`config.mk`:
```
export PLATFORM = sky130hd
export DESIGN_NAME = uart_rx_err
export DESIGN_NICKNAME = d
export VERILOG_FILES = /design/src/rtl/uart_rx_pkg.sv /design/src/rtl/uart_rx_ctrl.sv /design/src/rtl/uart_rx_dp.sv /design/src/rtl/uart_rx_err.sv
export SDC_FILE = /design/constraint.sdc
export NUM_CORES = 1
export LEC_CHECK = 0
export BUFFER_PORTS_ARGS = -buffer_cell sky130_fd_sc_hd__buf_4
export CAP_MARGIN = 5
export CORE_MARGIN = 4
export CORE_UTILIZATION = 54
export DETAILED_ROUTE_END_ITERATION = 8
export GPL_TIMING_DRIVEN = 0
export PLACE_DENSITY = 0.74
export SYNTH_ARGS = -nofsm -noshare
export SYNTH_HDL_FRONTEND = slang
export SYNTH_SLANG_ARGS = --single-unit
```
`constraint.sdc`:
```
create_clock -name clk -period 2.8 [get_ports clk]
set_input_delay 0.28 -clock clk [delete_from_list [all_inputs] [get_ports clk]]
set_output_delay 0.28 -clock clk [all_outputs]
set_load 0.01 [all_outputs]
```
`src/rtl/uart_rx_pkg.sv`:
```
package uart_rx_pkg;

  typedef enum logic [1:0] {
    RX_IDLE,
    RX_START,
    RX_DATA,
    RX_STOP
  } rxState_e;

  // configuration captured while the receiver is disabled
  typedef struct packed {
    logic singleSmp;
    logic ovrOff;
    logic maskOnErr;
  } rxCfg_t;

  // control -> datapath strobes, each valid for one clock on a tick
  typedef struct packed {
    logic frameStart;
    logic smpA;
    logic smpB;
    logic evalStart;
    logic shift;
    logic finish;
  } rxStrobe_t;

endpackage

```
`src/rtl/uart_rx_ctrl.sv`:
```
module uart_rx_ctrl
  import uart_rx_pkg::*;
#(
  parameter int OVS    = 16,
  parameter int DATA_W = 8
) (
  input  logic      clk,
  input  logic      rstN,
  input  logic      enable,
  input  logic      tick,
  input  logic      lineLvl,
  input  logic      bitNow,
  output rxStrobe_t strb
);

  localparam int PH_W  = $clog2(OVS);
  localparam int IDX_W = (DATA_W > 1) ? $clog2(DATA_W) : 1;
  localparam logic [PH_W-1:0] SMP_A = PH_W'(OVS / 2 - 1);
  localparam logic [PH_W-1:0] SMP_B = PH_W'(OVS / 2);
  localparam logic [PH_W-1:0] EVAL  = PH_W'(OVS / 2 + 1);
  localparam logic [PH_W-1:0] LAST  = PH_W'(OVS - 1);
  localparam logic [IDX_W-1:0] LAST_BIT = IDX_W'(DATA_W - 1);

  rxState_e         state;
  logic [PH_W-1:0]  phase;
  logic [IDX_W-1:0] bitIdx;

  always_comb begin
    strb = '0;
    if (tick) begin
      if (state == RX_IDLE) begin
        strb.frameStart = !lineLvl;
      end else begin
        strb.smpA = (phase == SMP_A);
        strb.smpB = (phase == SMP_B);
        if (phase == EVAL) begin
          strb.evalStart = (state == RX_START);
          strb.shift     = (state == RX_DATA);
          strb.finish    = (state == RX_STOP);
        end
      end
    end
  end

  always_ff @(posedge clk or negedge rstN) begin
    if (!rstN) begin
      state  <= RX_IDLE;
      phase  <= '0;
      bitIdx <= '0;
    end else if (!enable) begin
      state  <= RX_IDLE;
      phase  <= '0;
      bitIdx <= '0;
    end else if (tick) begin
      unique case (state)
        RX_IDLE: begin
          if (!lineLvl) begin
            state <= RX_START;
            phase <= PH_W'(1);
          end
        end
        RX_START: begin
          if (phase == EVAL && bitNow) begin
            state <= RX_IDLE;
            phase <= '0;
          end else begin
            phase <= phase + 1'b1;
            if (phase == LAST) begin
              state  <= RX_DATA;
              bitIdx <= '0;
            end
          end
        end
        RX_DATA: begin
          phase <= phase + 1'b1;
          if (phase == LAST) begin
            if (bitIdx == LAST_BIT) state <= RX_STOP;
            else bitIdx <= bitIdx + 1'b1;
          end
        end
        RX_STOP: begin
          if (phase == EVAL) begin
            state <= RX_IDLE;
            phase <= '0;
          end else begin
            phase <= phase + 1'b1;
          end
        end
        default: state <= RX_IDLE;
      endcase
    end
  end

endmodule

```
`src/rtl/uart_rx_dp.sv`:
```
module uart_rx_dp
  import uart_rx_pkg::*;
#(
  parameter int DATA_W      = 8,
  parameter int DIV_INT_W   = 12,
  parameter int DIV_FRAC_W  = 4,
  parameter int SYNC_STAGES = 2
) (
  input  logic                  clk,
  input  logic                  rstN,
  input  logic                  enable,
  input  rxCfg_t                cfg,
  input  logic [DIV_INT_W-1:0]  divInt,
  input  logic [DIV_FRAC_W-1:0] divFrac,
  input  logic                  rxIn,
  input  logic                  dmaRxEn,
  input  logic                  rdStrobe,
  input  logic                  errClrStrobe,
  input  rxStrobe_t             strb,
  output logic                  tick,
  output logic                  lineLvl,
  output logic                  bitNow,
  output logic [DATA_W-1:0]     rxData,
  output logic                  rxFull,
  output logic                  noiseErr,
  output logic                  frameErr,
  output logic                  overrunErr,
  output logic                  dmaReq
);

  localparam int CNT_W = DIV_INT_W + 1;

  // ---------------- fractional tick generator ----------------
  logic [CNT_W-1:0]      tickCnt;
  logic [DIV_FRAC_W-1:0] fracAcc;
  logic [DIV_FRAC_W:0]   accSum;
  logic [CNT_W-1:0]      periodLen;
  logic [CNT_W-1:0]      reloadVal;

  assign accSum    = {1'b0, fracAcc} + {1'b0, divFrac};
  assign periodLen = {1'b0, divInt} + CNT_W'(accSum[DIV_FRAC_W]);
  assign reloadVal = (periodLen == '0) ? '0 : periodLen - 1'b1;
  assign tick      = enable && (tickCnt == '0);

  always_ff @(posedge clk or negedge rstN) begin
    if (!rstN) begin
      tickCnt <= '0;
      fracAcc <= '0;
    end else if (!enable) begin
      tickCnt <= '0;
      fracAcc <= '0;
    end else if (tick) begin
      tickCnt <= reloadVal;
      fracAcc <= accSum[DIV_FRAC_W-1:0];
    end else begin
      tickCnt <= tickCnt - 1'b1;
    end
  end

  // ---------------- input synchronizer ----------------
  logic [SYNC_STAGES-1:0] syncQ;

  generate
    for (genvar s = 0; s < SYNC_STAGES; s++) begin : g_sync
      if (s == 0) begin : g_first
        always_ff @(posedge clk or negedge rstN) begin
          if (!rstN) syncQ[0] <= 1'b1;
          else       syncQ[0] <= rxIn;
        end
      end else begin : g_next
        always_ff @(posedge clk or negedge rstN) begin
          if (!rstN) syncQ[s] <= 1'b1;
          else       syncQ[s] <= syncQ[s-1];
        end
      end
    end
  endgenerate

  assign lineLvl = syncQ[SYNC_STAGES-1];

  // ---------------- bit sampling ----------------
  logic smpA;
  logic smpB;
  logic majVal;
  logic noiseNow;
  logic noiseAcc;

  always_ff @(posedge clk or negedge rstN) begin
    if (!rstN) begin
      smpA <= 1'b1;
      smpB <= 1'b1;
    end else begin
      if (strb.smpA) smpA <= lineLvl;
      if (strb.smpB) smpB <= lineLvl;
    end
  end

  assign majVal   = (smpA & smpB) | (smpA & lineLvl) | (smpB & lineLvl);
  assign bitNow   = cfg.singleSmp ? smpB : majVal;
  assign noiseNow = !cfg.singleSmp && !((smpA == smpB) && (smpB == lineLvl));

  always_ff @(posedge clk or negedge rstN) begin
    if (!rstN) begin
      noiseAcc <= 1'b0;
    end else if (strb.frameStart) begin
      noiseAcc <= 1'b0;
    end else if (strb.evalStart || strb.shift) begin
      noiseAcc <= noiseAcc | noiseNow;
    end
  end

  // ---------------- deserializer ----------------
  logic [DATA_W-1:0] shReg;

  always_ff @(posedge clk or negedge rstN) begin
    if (!rstN)           shReg <= '0;
    else if (strb.shift) shReg <= {bitNow, shReg[DATA_W-1:1]};
  end

  // ---------------- frame completion ----------------
  logic noiseHit;
  logic frameHit;
  logic errHit;
  logic blockNew;
  logic acceptNew;

  assign noiseHit  = strb.finish && (noiseAcc || noiseNow);
  assign frameHit  = strb.finish && !bitNow;
  assign errHit    = noiseHit || frameHit;
  assign blockNew  = rxFull && !rdStrobe && !cfg.ovrOff;
  assign acceptNew = strb.finish && !blockNew && (!errHit || cfg.maskOnErr);

  always_ff @(posedge clk or negedge rstN) begin
    if (!rstN) begin
      rxData <= '0;
      rxFull <= 1'b0;
    end else if (acceptNew) begin
      rxData <= shReg;
      rxFull <= 1'b1;
    end else if (rdStrobe) begin
      rxFull <= 1'b0;
    end
  end

  always_ff @(posedge clk or negedge rstN) begin
    if (!rstN) begin
      noiseErr   <= 1'b0;
      frameErr   <= 1'b0;
      overrunErr <= 1'b0;
    end else begin
      if (noiseHit)          noiseErr <= 1'b1;
      else if (errClrStrobe) noiseErr <= 1'b0;
      if (frameHit)          frameErr <= 1'b1;
      else if (errClrStrobe) frameErr <= 1'b0;
      if (strb.finish && blockNew) overrunErr <= 1'b1;
      else if (errClrStrobe)       overrunErr <= 1'b0;
    end
  end

  assign dmaReq = rxFull && dmaRxEn && !(cfg.maskOnErr && (noiseErr || frameErr));

endmodule

```
`src/rtl/uart_rx_err.sv`:
```
module uart_rx_err
  import uart_rx_pkg::*;
#(
  parameter int DATA_W      = 8,
  parameter int DIV_INT_W   = 12,
  parameter int DIV_FRAC_W  = 4,
  parameter int OVS         = 16,
  parameter int SYNC_STAGES = 2
) (
  input  logic                  clk,
  input  logic                  rstN,
  input  logic                  enable,
  input  logic                  cfgSingleSample,
  input  logic                  cfgOvrDetectOff,
  input  logic                  cfgDmaMaskOnErr,
  input  logic [DIV_INT_W-1:0]  divInt,
  input  logic [DIV_FRAC_W-1:0] divFrac,
  input  logic                  dmaRxEn,
  input  logic                  rxIn,
  input  logic                  rdStrobe,
  input  logic                  errClrStrobe,
  output logic [DATA_W-1:0]     rxData,
  output logic                  rxFull,
  output logic                  noiseErr,
  output logic                  frameErr,
  output logic                  overrunErr,
  output logic                  dmaReq
);

  rxCfg_t                cfgQ;
  logic [DIV_INT_W-1:0]  divIntQ;
  logic [DIV_FRAC_W-1:0] divFracQ;
  rxStrobe_t             strb;
  logic                  tick;
  logic                  lineLvl;
  logic                  bitNow;

  // settings follow the inputs only while the receiver is off
  always_ff @(posedge clk or negedge rstN) begin
    if (!rstN) begin
      cfgQ     <= '0;
      divIntQ  <= '0;
      divFracQ <= '0;
    end else if (!enable) begin
      cfgQ     <= '{singleSmp: cfgSingleSample, ovrOff: cfgOvrDetectOff,
                    maskOnErr: cfgDmaMaskOnErr};
      divIntQ  <= divInt;
      divFracQ <= divFrac;
    end
  end

  uart_rx_ctrl #(.OVS(OVS), .DATA_W(DATA_W)) ctrl_i (
    .clk     (clk),
    .rstN    (rstN),
    .enable  (enable),
    .tick    (tick),
    .lineLvl (lineLvl),
    .bitNow  (bitNow),
    .strb    (strb)
  );

  uart_rx_dp #(
    .DATA_W      (DATA_W),
    .DIV_INT_W   (DIV_INT_W),
    .DIV_FRAC_W  (DIV_FRAC_W),
    .SYNC_STAGES (SYNC_STAGES)
  ) dp_i (
    .clk          (clk),
    .rstN         (rstN),
    .enable       (enable),
    .cfg          (cfgQ),
    .divInt       (divIntQ),
    .divFrac      (divFracQ),
    .rxIn         (rxIn),
    .dmaRxEn      (dmaRxEn),
    .rdStrobe     (rdStrobe),
    .errClrStrobe (errClrStrobe),
    .strb         (strb),
    .tick         (tick),
    .lineLvl      (lineLvl),
    .bitNow       (bitNow),
    .rxData       (rxData),
    .rxFull       (rxFull),
    .noiseErr     (noiseErr),
    .frameErr     (frameErr),
    .overrunErr   (overrunErr),
    .dmaReq       (dmaReq)
  );

endmodule

```
==> reports/summary.txt, run 1 <==
IO Port Bufs - 37
Worst Skew - 0.01137 ns
drc violations - 0
WL per Instance - 17.01 µm
initial antenna violation count - 0
clk_lat worst skew - 0.36 ns
Die ar. - 8940 µm²
Power Dens Cells - 656.0 nW/µm²
net count after synthesis - 445
Critical Path Sink Type - flip-flop
ant diodes - 0
Root Driver - clkbuf_8
Area Growth Syn to Fin - 27.03%
CP most frequent cell - a21o_1
TNS Setup - -2.178 ns
Initial DRC Count - 172
Seq cells post-synth - 70
worst r2r path cells - 11
antenna-violating nets left - 0
total power - 3.371 mW
TritonCTS clock tree - yes
Period minus WS final - 3.044 ns
Arr. time, crit path - 3.31 ns
VDD IR max - 0.3278 mV
global route total overflow - 0
Tcrit/Tclk final - 108.7%
worst r2r dst - dp_i.tickCnt[8]
CTS buffer count - 9
relative slew slack - 41.93%
endpoints failing hold - 0
Final Wtd Congestion - 0.8911
Die Y - 94.55 µm
Slew @ Worst Pin - 0.8710 ns
htree depth - 3
Post-Syn Area - 4045 µm²
Async SR Flop Fraction - 100.0%
synth warn - 0
Die X - 94.55 µm
worst hold path type - input pin to asynchronous set/reset pin
r2r startpoint - dp_i.fracAcc[0]
WS Path Type - flip-flop to flip-flop
hpwl dp - 6201 µm
Critical Path, Cell by Cell - ha_2 > fa_2 > a21o_1 > a21o_1 > ha_4 > nor4b_4 > mux2i_4 > a211oi_2 > o21ai_1 > xnor2_1 > o32ai_1
IO Pins - 39
slowest stage delay, CP - 0.39 ns
post-synthesis sequential area ratio - 43.43%
share of post-route cells with drive strength above 1 - 33.97%
Sinks on Clock Net - 70
Cells after Synth - 402
critical-path maximum fanout - 5
routed vias/inst - 5.925
first-pass GRT wire length - 15790 µm
Critical Path Slowest Stage Cell - dfrtp_1
startpoint types - flip-flop
GRT Total Usage - 22.54%
Fmax - 0.3285 GHz
Layout Cell Area excl Fill - 5139 µm²
GR Util met3 - 5.418%
setup violators final - 13
Slew Viols, Final - 0
DRT Pass-1 Iters - 4
Worst-path clk slew - 0.08 ns
fill count - 564
GR Layer Usage met2 - 40.25%
# Max-Cap Violations - 0
status - complete, but fails checks
met1 Resource Use GR - 26.88%
Worst Path Required - 3.06 ns
RSZ-0062 raised after global routing - true
Initial Util - 55.77%
Util after Layout - 70.85%
Post-layout nets - 512
violated checks - negative setup slack
fin cells - 573
number of global-route vias before repair - 3351
Max clock buf depth - 2
leakage - 2.229 nW
final worst slack - -0.2443 ns
std cell rows - 31
core area - 7253 µm²
most frequent cells in the layout - 66 x dfrtp_1, 55 x buf_4, 38 x mux2_2, 33 x nand2_1
Top FF cell, synth - dfrtp_1
final hold slack - 0.03115 ns
Area after DPL - 4529 µm²
most common cell after layout, fill and taps aside - dfrtp_1
EDFF count, synth - 0
synth unique cells - 57
flop-to-flop setup slack - -0.24 ns
vias post-DR - 3395
syn avg cell area - 10.06 µm²
global route hottest layer - met2
Cells after DPL - 538
dpl ws - -0.3441 ns
Post-Route WL - 9748 µm
largest net degree at the start of global routing - 71
logic make-up after synthesis:
logic type	Yosys count	synth area share, %
AND/OR/NAND/NOR	127	16.86
AO/OA/AOI/OAI	80	12.77
flip-flops	70	43.43
multiplexers	43	11.88
buffers and inverters	36	3.341
XOR/XNOR	29	6.279
adder cells (fa/ha/maj)	17	5.444
routing by layer:
metal | part of all wire (%) | wire, µm
met1 | 41 | 3968
met2 | 53 | 5149
met3 | 4.5 | 434
met4 | 2.0 | 197
met5 | 0 | 0
final cells by class:
cell class / count / area, µm² / share of cell area (%)
Buffer: 20 / 96.34 / 1.875
Clock buffer: 9 / 123.9 / 2.411
Clock inverter: 7 / 97.59 / 1.899
Inverter: 14 / 52.55 / 1.023
Multi-Input combinational cell: 296 / 2437 / 47.43
Sequential cell: 70 / 1757 / 34.19
Tap cell: 99 / 123.9 / 2.411
Timing Repair Buffer: 58 / 450.4 / 8.766
repair_timing:
action                     in CTS  in global routing
hold buffers                    0                  0
pin swaps                      25                 18
gates resized for setup        30                 20
setup endpoints to repair      23                 18
gates cloned                    1                  0
setup buffers                  12                  9
where the power goes:
part / internal, mW / switching, mW / total (mW)
Clock: 0.504 / 0.415 / 0.919
Sequential: 1.13 / 0.126 / 1.26
Combinational: 0.524 / 0.666 / 1.19
Total: 2.16 / 1.21 / 3.37
how the worst max path moves through the flow:
stage | endpoint | startpoint | depth (start not counted)
after floorplan | dp_i.tickCnt[12] | dp_i.fracAcc[0] | 13
after CTS | dp_i.tickCnt[12] | divFracQ[0] | 13
after global routing | dp_i.tickCnt[8] | divFracQ[0] | 11
final | dp_i.tickCnt[8] | dp_i.fracAcc[0] | 11
after detailed placement | dp_i.tickCnt[8] | dp_i.fracAcc[0] | 12
after global placement | dp_i.tickCnt[8] | dp_i.fracAcc[0] | 12
sequential cells by signal (all words and copies together), names as in the netlist, 2 cells and up:
register / cells
cfgQ: 3
ctrl_i.bitIdx: 3
ctrl_i.phase: 4
ctrl_i.state: 2
divFracQ: 4
divIntQ: 12
dp_i.fracAcc: 4
dp_i.rxData: 8
dp_i.shReg: 8
dp_i.tickCnt: 13
worst max-delay path: cells and delay by family, from the launching register on:
kind / cells / cell delay (ns)
AOI/OAI and AO/OA: 5 / 1.18
muxes: 1 / 0.16
and+or+nand+nor: 1 / 0.28
xor gates and xnor gates: 1 / 0.17
DFF: 1 / 0.39
adders and majority gates: 3 / 0.77
synth_stat cells, types with 3 or more instances:
cell type  instances  share of area (%)
o22ai_1            8                1.2
and3_1             8                1.2
clkbuf_1          20                1.9
a21oi_1           24                3.0
nor3_1             8               0.99
o31ai_1            3               0.56
and2_1             4               0.62
nand3_1           19                2.4
ha_1              16                4.9
mux2_2            38                 11
nand4_1            5               0.77
o211ai_1           6                1.1
xnor2_1           19                4.1
inv_1             14                1.3
dfstp_2            4                2.6
o21ai_0           13                1.6
or3_1              3               0.46
nor4_1             5               0.77
a211oi_1           4               0.74
xor2_1            10                2.2
nand3b_1           3               0.56
dfrtp_1           66                 41
a21o_1             4               0.74
nand2_1           33                3.1
mux2i_1            3               0.74
nor2_1            22                2.0
(Power assumes the default switching activity.)
==> run 2: changes to the inputs <==
Settings changed: SKIP_LAST_GASP set to 1.
==> run 2 against run 1 <==
Net effect: the run still ends with negative setup slack left; non-clock buffer count unchanged; via count up 0.32%; register-to-register slack about the same; first-iteration DRC count down 8.7%; sequential share of layout area about the same; die area unchanged; clock power about the same; critical endpoint unchanged.
==> reports/summary.txt, run 2 (synthesis gave the netlist of run 1 again) <==
status - complete, but fails checks (unchanged)
violated checks - negative setup slack (unchanged)
leakage - 2.229 nW (about the same)
Arr. time, crit path - 3.32 ns (was 3.31 ns)
worst r2r path cells - 11 (unchanged)
relative slew slack - 41.81% (was 41.93%)
vias post-DR - 3406 (was 3395)
most common cell after layout, fill and taps aside - dfrtp_1 (unchanged)
TritonCTS clock tree - yes (unchanged)
Area Growth Syn to Fin - 26.91% (was 27.03%)
Slew @ Worst Pin - 0.8728 ns (was 0.8710 ns)
Power Dens Cells - 655.5 nW/µm² (was 656.0 nW/µm²)
share of post-route cells with drive strength above 1 - 33.76% (was 33.97%)
fin cells - 573 (unchanged)
core area - 7253 µm² (unchanged)
startpoint types - flip-flop (unchanged)
Final Wtd Congestion - 0.8911 (unchanged)
WL per Instance - 16.89 µm (was 17.01 µm)
Period minus WS final - 3.055 ns (was 3.044 ns)
Post-Route WL - 9677 µm (was 9748 µm)
Initial Util - 55.77% (unchanged)
biggest regs - dp_i.tickCnt: 13 flops, divIntQ: 12 flops (unchanged)
RSZ-0062 raised after global routing - true (unchanged)
# Max-Cap Violations - 0 (unchanged)
GRT Total Usage - 22.54% (unchanged)
Tcrit/Tclk final - 109.1% (was 108.7%)
clk_lat worst skew - 0.36 ns (about the same)
Critical Path Slowest Stage Cell - dfrtp_1 (unchanged)
critical-path maximum fanout - 5 (unchanged)
global route total overflow - 0 (unchanged)
largest net degree at the start of global routing - 71 (unchanged)
most frequent cells in the layout - 66 x dfrtp_1, 55 x buf_4, 38 x mux2_2, 33 x nand2_1 (unchanged)
initial antenna violation count - 0 (unchanged)
CTS buffer count - 9 (unchanged)
DRT Pass-1 Iters - 4 (unchanged)
first-pass GRT wire length - 15790 µm (unchanged)
IO Pins - 39 (unchanged)
Die ar. - 8940 µm² (unchanged)
Worst Skew - 0.01234 ns (was 0.01137 ns)
Fmax - 0.3273 GHz (was 0.3285 GHz)
hpwl dp - 6201 µm (unchanged)
ant diodes - 0 (unchanged)
CP most frequent cell - a21o_1 (unchanged)
worst hold path type - input pin to asynchronous set/reset pin (unchanged)
Sinks on Clock Net - 70 (unchanged)
Root Driver - clkbuf_8 (unchanged)
Worst-path clk slew - 0.08 ns (about the same)
Cells after DPL - 538 (unchanged)
Die Y - 94.55 µm (unchanged)
VDD IR max - 0.3277 mV (was 0.3278 mV)
std cell rows - 31 (unchanged)
IO Port Bufs - 37 (unchanged)
drc violations - 0 (unchanged)
Worst Path Required - 3.06 ns (about the same)
Util after Layout - 70.78% (was 70.85%)
number of global-route vias before repair - 3351 (unchanged)
max reg flops - 13 (unchanged)
final worst slack - -0.2550 ns (was -0.2443 ns)
slowest stage delay, CP - 0.39 ns (about the same)
Critical Path Sink Type - flip-flop (unchanged)
endpoints failing hold - 0 (unchanged)
Die X - 94.55 µm (unchanged)
routed vias/inst - 5.944 (was 5.925)
Critical Path, Cell by Cell - ha_2 > fa_2 > a21o_1 > a21o_1 > ha_4 > nor4b_4 > mux2i_4 > a211oi_2 > o21ai_1 > xnor2_1 > o32ai_1 (unchanged)
Largest Register - dp_i.tickCnt (unchanged)
setup violators final - 13 (unchanged)
Slew Viols, Final - 0 (unchanged)
WS Path Type - flip-flop to flip-flop (unchanged)
Post-layout nets - 512 (unchanged)
htree depth - 3 (unchanged)
Max clock buf depth - 2 (unchanged)
Initial DRC Count - 157 (was 172)
antenna-violating nets left - 0 (unchanged)
-- run 2: cell counts in the layout (fill, tap and decap cells not counted) --
No cell type changed its count.
-- run 2: layer usage --
| metal | track usage [%] | part of all wire, % |
|---|---|---|
| met5 | 0 | 0 |
| met4 | 6.731 | 2.0 |
| met1 | 26.88 | 40 |
| met3 | 5.418 | 4.8 |
| met2 | 40.25 | 54 |
-- run 2: repair_timing --
action                                  4_1_cts  5_1_grt
hold buffers                                  0        0
cloned                                        1        0
pin swaps                                    25       18
endpoints found under the setup margin       23       18
setup buffers                                12        9
resized for setup                            29       20
-- run 2: cell type report --
| class | instances | area [µm²] |
|---|---|---|
| fill | 564 | 2120 |
| clock inverter | 7 | 97.59 |
| tap | 99 | 123.9 |
| sequential | 70 | 1757 |
| inverter | 14 | 52.55 |
| clock buffer | 9 | 123.9 |
| buffer | 20 | 96.34 |
| multi-input combinational | 296 | 2432 |
| timing repair buffer | 58 | 450.4 |
-- run 2: through the flow --
stage               power (mW)  setup WS [ns]  TNS (ns)  area [µm²]  hold slack (ns)
finish                   3.365        -0.2550    -2.097        5134          0.03237
detailed placement       2.260        -0.3441    -4.903        4529           0.3497
global placement         2.221        -0.2910    -3.866        4529           0.3501
CTS                      3.296        -0.1656    -1.331        4981          0.02542
floorplan                2.009       0.001485         0        4128         -0.01559
global route             3.575        -0.3500    -3.791        5134          0.02699
-- run 2: final timing paths --
path | from | to | slack [ns]
worst max-delay path | dp_i.fracAcc[0] | dp_i.tickCnt[8] | -0.26
worst min-delay path | rstN | divFracQ[1] | 0.03
worst max register to register | dp_i.fracAcc[0] | dp_i.tickCnt[8] | -0.26
worst min register to register | dp_i.syncQ[0] | dp_i.lineLvl | 0.36
max in group asynchronous | rstN | divIntQ[6] | 2.19
min in group clk | rxIn | dp_i.syncQ[0] | 0.04
-- run 2: where the power goes --
| group | switching (mW) | internal (mW) | leakage [nW] |
|---|---|---|---|
| combinational | 0.662 | 0.524 | 1.21 |
| sequential | 0.126 | 1.13 | 0.911 |
| clock | 0.414 | 0.504 | 0.106 |
| total | 1.20 | 2.16 | 2.23 |
-- run 2: critical path: cells and delay by family (launching register included) --
kind,cells,cell delay [ns]
xor+xnor,1,0.18
fa+ha+maj,3,0.77
compound gates,5,1.19
simple gates,1,0.28
flops,1,0.39
mux,1,0.16
